--- src/rtl/wdt_pkg.sv ---
package wdt_pkg;
  localparam int DATA_W   = 8;
  localparam int SEL_W    = 3;
  localparam int EN_BIT   = 7;
  localparam int CLR_BIT  = 6;
  localparam int IDLE_BIT = 5;

  typedef struct packed {
    logic             en;
    logic             idle_en;
    logic [SEL_W-1:0] sel;
  } wdt_cfg_t;
endpackage

--- src/rtl/wdt_cfg_reg.sv ---
module wdt_cfg_reg
  import wdt_pkg::*;
(
  input  logic              clk,
  input  logic              rst,
  input  logic              wr_en,
  input  logic [DATA_W-1:0] wr_data,
  output wdt_cfg_t          cfg,
  output logic              restart
);
  logic unused_bits;
  assign unused_bits = ^wr_data[4:3];

  // restart on explicit clear, or on enable going 0 -> 1
  assign restart = wr_en & (wr_data[CLR_BIT] | (wr_data[EN_BIT] & ~cfg.en));

  always_ff @(posedge clk) begin
    if (rst) begin
      cfg <= '0;
    end else if (wr_en) begin
      cfg.en      <= wr_data[EN_BIT];
      cfg.idle_en <= wr_data[IDLE_BIT];
      cfg.sel     <= wr_data[SEL_W-1:0];
    end
  end
endmodule

--- src/rtl/wdt_div.sv ---
module wdt_div #(
  parameter int DIV = 12
) (
  input  logic clk,
  input  logic rst,
  input  logic restart,
  input  logic run,
  output logic tick
);
  generate
    if (DIV <= 1) begin : g_bypass
      assign tick = run;
    end else begin : g_count
      localparam int CW = $clog2(DIV);
      localparam logic [CW-1:0] LAST = CW'(DIV - 1);
      logic [CW-1:0] cnt;

      assign tick = run && (cnt == LAST);

      always_ff @(posedge clk) begin
        if (rst || restart) begin
          cnt <= '0;
        end else if (run) begin
          cnt <= (cnt == LAST) ? '0 : cnt + 1'b1;
        end
      end
    end
  endgenerate
endmodule

--- src/rtl/wdt_prescale.sv ---
module wdt_prescale #(
  parameter int SEL_W = 3
) (
  input  logic             clk,
  input  logic             rst,
  input  logic             restart,
  input  logic             tick_in,
  input  logic [SEL_W-1:0] sel,
  output logic             tick_out
);
  localparam int CW = 2 ** SEL_W;
  logic [CW-1:0] cnt;
  logic [CW-1:0] mask;

  // low (sel+1) bits all ones marks the end of a 2^(sel+1) window
  always_comb begin
    for (int i = 0; i < CW; i++) begin
      mask[i] = (i <= int'(sel));
    end
  end

  assign tick_out = tick_in && ((cnt & mask) == mask);

  always_ff @(posedge clk) begin
    if (rst || restart) begin
      cnt <= '0;
    end else if (tick_in) begin
      cnt <= cnt + 1'b1;
    end
  end
endmodule

--- src/rtl/wdt_timer.sv ---
module wdt_timer #(
  parameter int TIMER_W = 14
) (
  input  logic clk,
  input  logic rst,
  input  logic restart,
  input  logic tick_in,
  output logic expire
);
  logic [TIMER_W-1:0] cnt;

  always_ff @(posedge clk) begin
    if (rst || restart) begin
      cnt    <= '0;
      expire <= 1'b0;
    end else begin
      expire <= tick_in && (&cnt);
      if (tick_in) begin
        cnt <= cnt + 1'b1;
      end
    end
  end
endmodule

--- src/rtl/wdt_core.sv ---
module wdt_core
  import wdt_pkg::*;
#(
  parameter int PRE_DIV = 12,
  parameter int TIMER_W = 14
) (
  input  logic              clk,
  input  logic              rst,
  input  logic              idle_i,
  input  logic              wr_en_i,
  input  logic [DATA_W-1:0] wr_data_i,
  output logic [DATA_W-1:0] rd_data_o,
  output logic              wdt_rst_o
);
  wdt_cfg_t cfg;
  logic     restart;
  logic     run;
  logic     div_tick;
  logic     pre_tick;

  wdt_cfg_reg u_cfg (
    .clk     (clk),
    .rst     (rst),
    .wr_en   (wr_en_i),
    .wr_data (wr_data_i),
    .cfg     (cfg),
    .restart (restart)
  );

  assign run = cfg.en & (~idle_i | cfg.idle_en);

  wdt_div #(.DIV(PRE_DIV)) u_div (
    .clk     (clk),
    .rst     (rst),
    .restart (restart),
    .run     (run),
    .tick    (div_tick)
  );

  wdt_prescale #(.SEL_W(SEL_W)) u_pre (
    .clk      (clk),
    .rst      (rst),
    .restart  (restart),
    .tick_in  (div_tick),
    .sel      (cfg.sel),
    .tick_out (pre_tick)
  );

  wdt_timer #(.TIMER_W(TIMER_W)) u_tmr (
    .clk     (clk),
    .rst     (rst),
    .restart (restart),
    .tick_in (pre_tick),
    .expire  (wdt_rst_o)
  );

  always_comb begin
    rd_data_o                = '0;
    rd_data_o[EN_BIT]        = cfg.en;
    rd_data_o[IDLE_BIT]      = cfg.idle_en;
    rd_data_o[SEL_W-1:0]     = cfg.sel;
  end
endmodule

--- config.mk ---
export PLATFORM = sky130hd
export DESIGN_NAME = wdt_core
export DESIGN_NICKNAME = d
export VERILOG_FILES = /design/src/rtl/wdt_pkg.sv /design/src/rtl/wdt_cfg_reg.sv /design/src/rtl/wdt_div.sv /design/src/rtl/wdt_prescale.sv /design/src/rtl/wdt_timer.sv /design/src/rtl/wdt_core.sv
export SDC_FILE = /design/constraint.sdc
export NUM_CORES = 1
export LEC_CHECK = 0
export ABC_AREA = 1
export ABC_CLOCK_PERIOD_IN_PS = 3600
export BUFFER_PORTS_ARGS = -buffer_cell sky130_fd_sc_hd__clkbuf_2
export CORE_MARGIN = 2
export CORE_UTILIZATION = 50
export CTS_CLUSTER_DIAMETER = 50
export DETAILED_ROUTE_END_ITERATION = 10
export PLACE_DENSITY = 0.69
export SLEW_MARGIN = 10
export SYNTH_ARGS = -nofsm -noshare
export SYNTH_HDL_FRONTEND = slang
export SYNTH_HIERARCHICAL = 1
export SYNTH_SLANG_ARGS = --single-unit
--- constraint.sdc ---
create_clock -name clk -period 3.6 [get_ports clk]
set_input_delay 0.72 -clock clk [delete_from_list [all_inputs] [get_ports clk]]
set_output_delay 0.72 -clock clk [all_outputs]
set_load 0.01 [all_outputs]
# After elaboration in Yosys (flattened, before gate mapping)
# Index checks and enable logic that the tools add are counted.
[classes]
eq_ne = 2
muxes = 1
addsub = 3
bitwise = 8
magnitude_cmp = 7
reduce_logical = 5
[ops]
columns = ["operator", "count"]
rows = [
  ["$add 14x1->14 const B", 1],
  ["$reduce_and 14->1", 1],
  ["$le 3x3->1 const A", 4],
  ["$add 8x1->8 const B", 1],
  ["$and 8x8->8", 1],
  ["$eq 8x8->1", 1],
  ["$le 2x3->1 const A", 2],
  ["$add 4x1->4 const B", 1],
  ["$eq 4x4->1 const B", 1],
  ["$mux 4", 1],
  ["$and 1x1->1", 3],
  ["$le 1x3->1 const A", 1],
  ["$logic_and 1x1->1", 3],
  ["$not 1->1", 2],
  ["$or 1x1->1", 2],
  ["$logic_or 1x1->1", 1],
]
[word_totals]
register_bits = 32
in_bits = 12
wordCells = 33
out_inout_bits = 9

# Logic depth before layout (Yosys ltp)
[logic_depth]
depth_word = 6
depth_mapped = 16
mapped_depth_nobuf = 15

# Hierarchy
# Netlist, hierarchy kept.
[modules_own_cells]
columns = ["module", "seq_area_each_um2", "cells_per_inst", "area_per_inst_um2", "n_inst"]
rows = [
  ["wdt_timer", 300.3, 107, 798.3, 1],
  ["wdt_prescale", 160.2, 72, 445.4, 1],
  ["wdt_div", 80.1, 27, 196.4, 1],
  ["wdt_cfg_reg", 100.1, 24, 185.2, 1],
  ["wdt_core", 0.0, 7, 42.5, 1],
]

# Least setup slack after synthesis
# Ideal clock, no wire load.
[synth_path]
kind = "input to register"
startpoint = "in idle_i"
endpoint = "reg u_tmr.cnt[6]"
path_slack_ps = 1081
setup_ps = 113
t_required_ps = 3487
n_path_buf = 1
arrival_time_ps = 2407
cell_stages = 15
path_cell_list = "a21oi_2 > nand2_1 > nor2_1 > nand2_2 > a21oi_1 > nand2_1 > a21oi_1 > buf_4 > nand2_4 > nor2_8 > nand2_2 > nor2_2 > nand2_1 > nand2_1 > nor2_1"
[synth_via]
elab_chain_cells = 5
[synth_lines]
columns = ["element", "line", "rtl"]
rows = [
  ["start: declaration", "wdt_core.sv:9", "input logic idle_i,"],
  ["$not 1->1", "wdt_core.sv:30", "assign run = cfg.en & (~idle_i | cfg.idle_en);"],
  ["$or 1x1->1", "wdt_core.sv:30", ""],
  ["$and 1x1->1", "wdt_core.sv:30", ""],
  ["$logic_and 1x1->1", "wdt_div.sv:18", "assign tick = run && (cnt == LAST);"],
  ["named net div_tick", "wdt_core.sv:18", "logic div_tick;"],
  ["$logic_and 1x1->1", "wdt_prescale.sv:22", "assign tick_out = tick_in && ((cnt & mask) == mask);"],
  ["named net pre_tick", "wdt_core.sv:19", "logic pre_tick;"],
  ["end signal: assignment", "wdt_timer.sv:19", "cnt <= cnt + 1'b1;"],
  ["end: declaration", "wdt_timer.sv:10", "logic [TIMER_W-1:0] cnt;"],
]
# The timed path passes the listed nets, and every way through them passes these cells.
# A chain may end at the register's enable or synchronous reset.

# Worst setup path after layout
[layout_path]
startpoint = "in idle_i"
endpoint = "reg u_tmr.cnt[6]"
[layout_via]
elab_chain_cells = 5
[layout_lines]
columns = ["element", "line", "rtl"]
rows = [
  ["$not 1->1", "wdt_core.sv:30", ""],
  ["$or 1x1->1", "wdt_core.sv:30", ""],
  ["$and 1x1->1", "wdt_core.sv:30", ""],
  ["named net run", "wdt_core.sv:17", "logic run;"],
  ["$logic_and 1x1->1", "wdt_div.sv:18", ""],
  ["named net div_tick", "wdt_core.sv:18", ""],
  ["$logic_and 1x1->1", "wdt_prescale.sv:22", ""],
  ["named net pre_tick", "wdt_core.sv:19", ""],
]
# The timed path passes the listed nets, and every way through them passes these cells.

==> results_dict.tcl <==
set metrics [dict create \
    endpoint_kind "flop" \
    setup_slack_ns 1.23 \
    synth_top_flop_cell "dfxtp_1" \
    syn_avg_cell_area_um2 7.04 \
    critical_path.max_stage_delay_ns 0.20 \
    clk_pin_slew_ns 0.11 \
    ff2ff_path_depth 17 \
    track_usage_pct 18.9 \
    synth-edff-count 0 \
    worst_slew_pin_slew_ns 0.871 \
    path_cells "clkbuf_2, a21oi_2, nand2_1, nor2_1, buf_4, nand2_2, a21oi_1, nand2_1, a21oi_1, buf_4, nand2_4, nor2_8, nand2_2, nor2_2, nand2_1, nand2_1, nor2_1" \
    cellLeakagePower_nw 0.819 \
    synth_cell_types 27 \
    ant_nets 0 \
    critPathBufInv 3 \
    core_area_um2 3100 \
    min_period_ns 2.37 \
    cts_buffer_depth 2 \
    htreeDepth 2 \
    clock_sinks 32 \
    multi_input_area_um2 883 \
    grt_pass1_vias 1253 \
    num_antenna_cells 0 \
    hold_viol 0 \
    ys_async_sr_fraction_pct 0 \
    startpoint "idle_i" \
    post_cts_buffers 0 \
    dieHeight_um 61.8 \
    antenna_found_initial 0 \
    dpl_worst_slack_ns 0.895 \
    remaining_drc_errors 0 \
    clock_skew_ns 0.0163 \
    cp_top_family "simple AND/OR/NAND/NOR gates" \
    io_pins 21 \
    io_buffer_count 15 \
    rr_endpoint "u_tmr/cnt[6]" \
    synthCells 237 \
    outcome "complete, no violations" \
    cpMaxStageDelayCell "a21oi_2" \
    finalMaxSlewViolations 0 \
    path_max_fanout 8 \
    finalSetupTns_ns 0 \
    start_kind "input port" \
    grt_pass1_wl_um 5310 \
    worstSetupPathType "in2reg" \
    dr.pass1.iters 4 \
    syn_area_um2 1670 \
    initial_core_util_pct 53.8 \
    required_ns 3.82 \
    vias 1415 \
    rrSetupSlack_ns 1.28 \
    seq_area_um2 641 \
    drt-total-wl_um 2950 \
    gp_congestion 0.789 \
    drive_gt1_share_pct 20.1 \
    synth-seq-area-share_pct 38.4 \
    fp.dieW_um 61.8 \
    root_buffer "clkbuf_4" \
    n_fill_cell 310 \
    setup_viol 0 \
    r2r-start "u_cfg/cfg[4]" \
    insertion_delay_ns 0.33 \
    rsz0062_at_grt "no" \
    viasPerCell 4.67 \
    die_area_um2 3810 \
    worst-path-stages 17 \
    endpoint "u_tmr/cnt[6]" \
    synthTopCellsByArea "dfxtp_1, nand2_1, nor2_1" \
    ys_warn_count 6 \
    syn2layout_area_growth_pct 11.6 \
    max_freq_mhz 422 \
    critPathMostFrequentCell "nand2_1" \
    cts_tree "built" \
    slew_headroom_pct 41.7 \
    drt_iter0_drc 55 \
    peakVddDrop_uv 240 \
    num-nets-final 273 \
    grt_max_degree 15 \
    crit_arrival_ns 2.59 \
    rows 20 \
    cap_viol_max_count 0 \
    cts-hold-fix-buffers 0 \
    synth_largest_area_cell "dfxtp_1" \
    synth-seq-cells 32 \
    cts.repair.resized 0 \
    hold_class "reg2reg" \
    yosysTopAreaCellShare_pct 38.4 \
    post-dp-hpwl_um 2190 \
    numCtsBuffers 5 \
    wl_per_cell_um 9.72 \
    finalCritPeriodShare_pct 65.8 \
    overflow 0 \
    pwr_density_cell_nw_per_um2 361 \
]
## synthesized netlist by cell type (4+ instances only)
library cell / number
a21oi_1: 15
buf_4: 4
dfxtp_1: 32
nand2_1: 53
inv_1: 28
nand2_2: 5
nor2_1: 46
nand3_2: 6
nand3_1: 7
o21ai_0: 9
## cell families after synthesis
kind of cell	after synthesis	share of synthesized area, %
buffers and inverters	36	9.08
AOI/OAI and AO/OA	32	10.9
DFF	32	38.4
xor gates and xnor gates	2	1.05
adders and majority gates	3	2.25
and+or+nand+nor	131	38.1
other	1	0.225
## cell type report
class / instances / area share (%)
multi-input combinational: 171 / 47.4
sequential: 32 / 34.4
inverter: 31 / 6.25
timing repair buffer: 17 / 4.84
tap: 44 / 2.96
clock buffer: 6 / 2.22
clock inverter: 2 / 1.88
## worst min path at each step
stage | startpoint | endpoint | slack (ns) | cells after the start
floorplan | u_tmr/cnt[12] | u_tmr/expire | 0.45 | 2
global placement | u_pre/cnt[3] | u_pre/cnt[3] | 0.47 | 1
detailed placement | u_tmr/cnt[12] | u_tmr/expire | 0.47 | 2
CTS | u_tmr/cnt[12] | u_tmr/expire | 0.49 | 2
global route | u_tmr/cnt[12] | u_tmr/expire | 0.52 | 2
finish | u_tmr/cnt[12] | u_tmr/expire | 0.48 | 2
## flip-flops by register name (all words and copies together), names as in the netlist
signal             cells
u_tmr/expire           1
u_div/g_count.cnt      4
u_pre/cnt              8
u_tmr/cnt             14
u_cfg/cfg              5
## where the power goes
group          internal, W  switching, W  total [W]
sequential        0.000358    0.00000475   0.000363
combinational    0.0000151     0.0000258  0.0000408
clock             0.000146      0.000123   0.000269
## cells in the final DEF, fill, tap and decap left out
cell	synthesis	layout
nand2_1	53	53
nor2_1	46	46
dfxtp_1	32	32
inv_1	28	28
clkbuf_2	0	15
a21oi_1	15	15
o21ai_0	9	9
nand3_1	7	7
nand3_2	6	6
clkbuf_4	0	5
nand2_2	5	5
a21oi_2	3	3
conb_1	1	3
o21ai_1	3	3
inv_2	3	3
ha_1	3	3
nor2_4	3	3
nor3_1	2	2
nor2_2	2	2
nand4_1	2	2
buf_4	4	2
nand2_4	2	2
nor2_8	2	2
clkbuf_1	0	1
bufinv_16	0	1
clkinv_2	0	1
or2_0	1	1
o21ai_2	1	1
xor2_1	1	1
o21bai_2	1	1
xnor2_1	1	1
## tightest hold or removal path, cell delays in order (launching register included)
cell     delay (ns)
dfxtp_1        0.33
nand3_1        0.08
nor2_1         0.04
## routing by layer
| metal | vias to the layer above | routed length, um | GRT usage [%] |
|---|---|---|---|
| met5 | - | 0 | 0 |
| met3 | 5 | 131 | 5.38 |
| li1 | 778 | - | - |
| met1 | 609 | 1530 | 25.6 |
| met4 | 0 | 46 | 7.29 |
| met2 | 23 | 1240 | 28.7 |
## through the flow
step	total power, W	instance area [um^2]	hold WS, ns	std cells	util [%]
2_1_floorplan	0.000399	1680	0.452	239	-
3_3_place_gp	0.000412	1790	0.473	295	57.5
3_5_place_dp	0.000412	1790	0.469	295	57.5
4_1_cts	0.000681	1860	0.489	303	60.0
5_1_grt	0.000701	1860	0.517	303	60.0
6_report	0.000673	1860	0.485	303	60.0
Power figures use the tool's default switching activity.
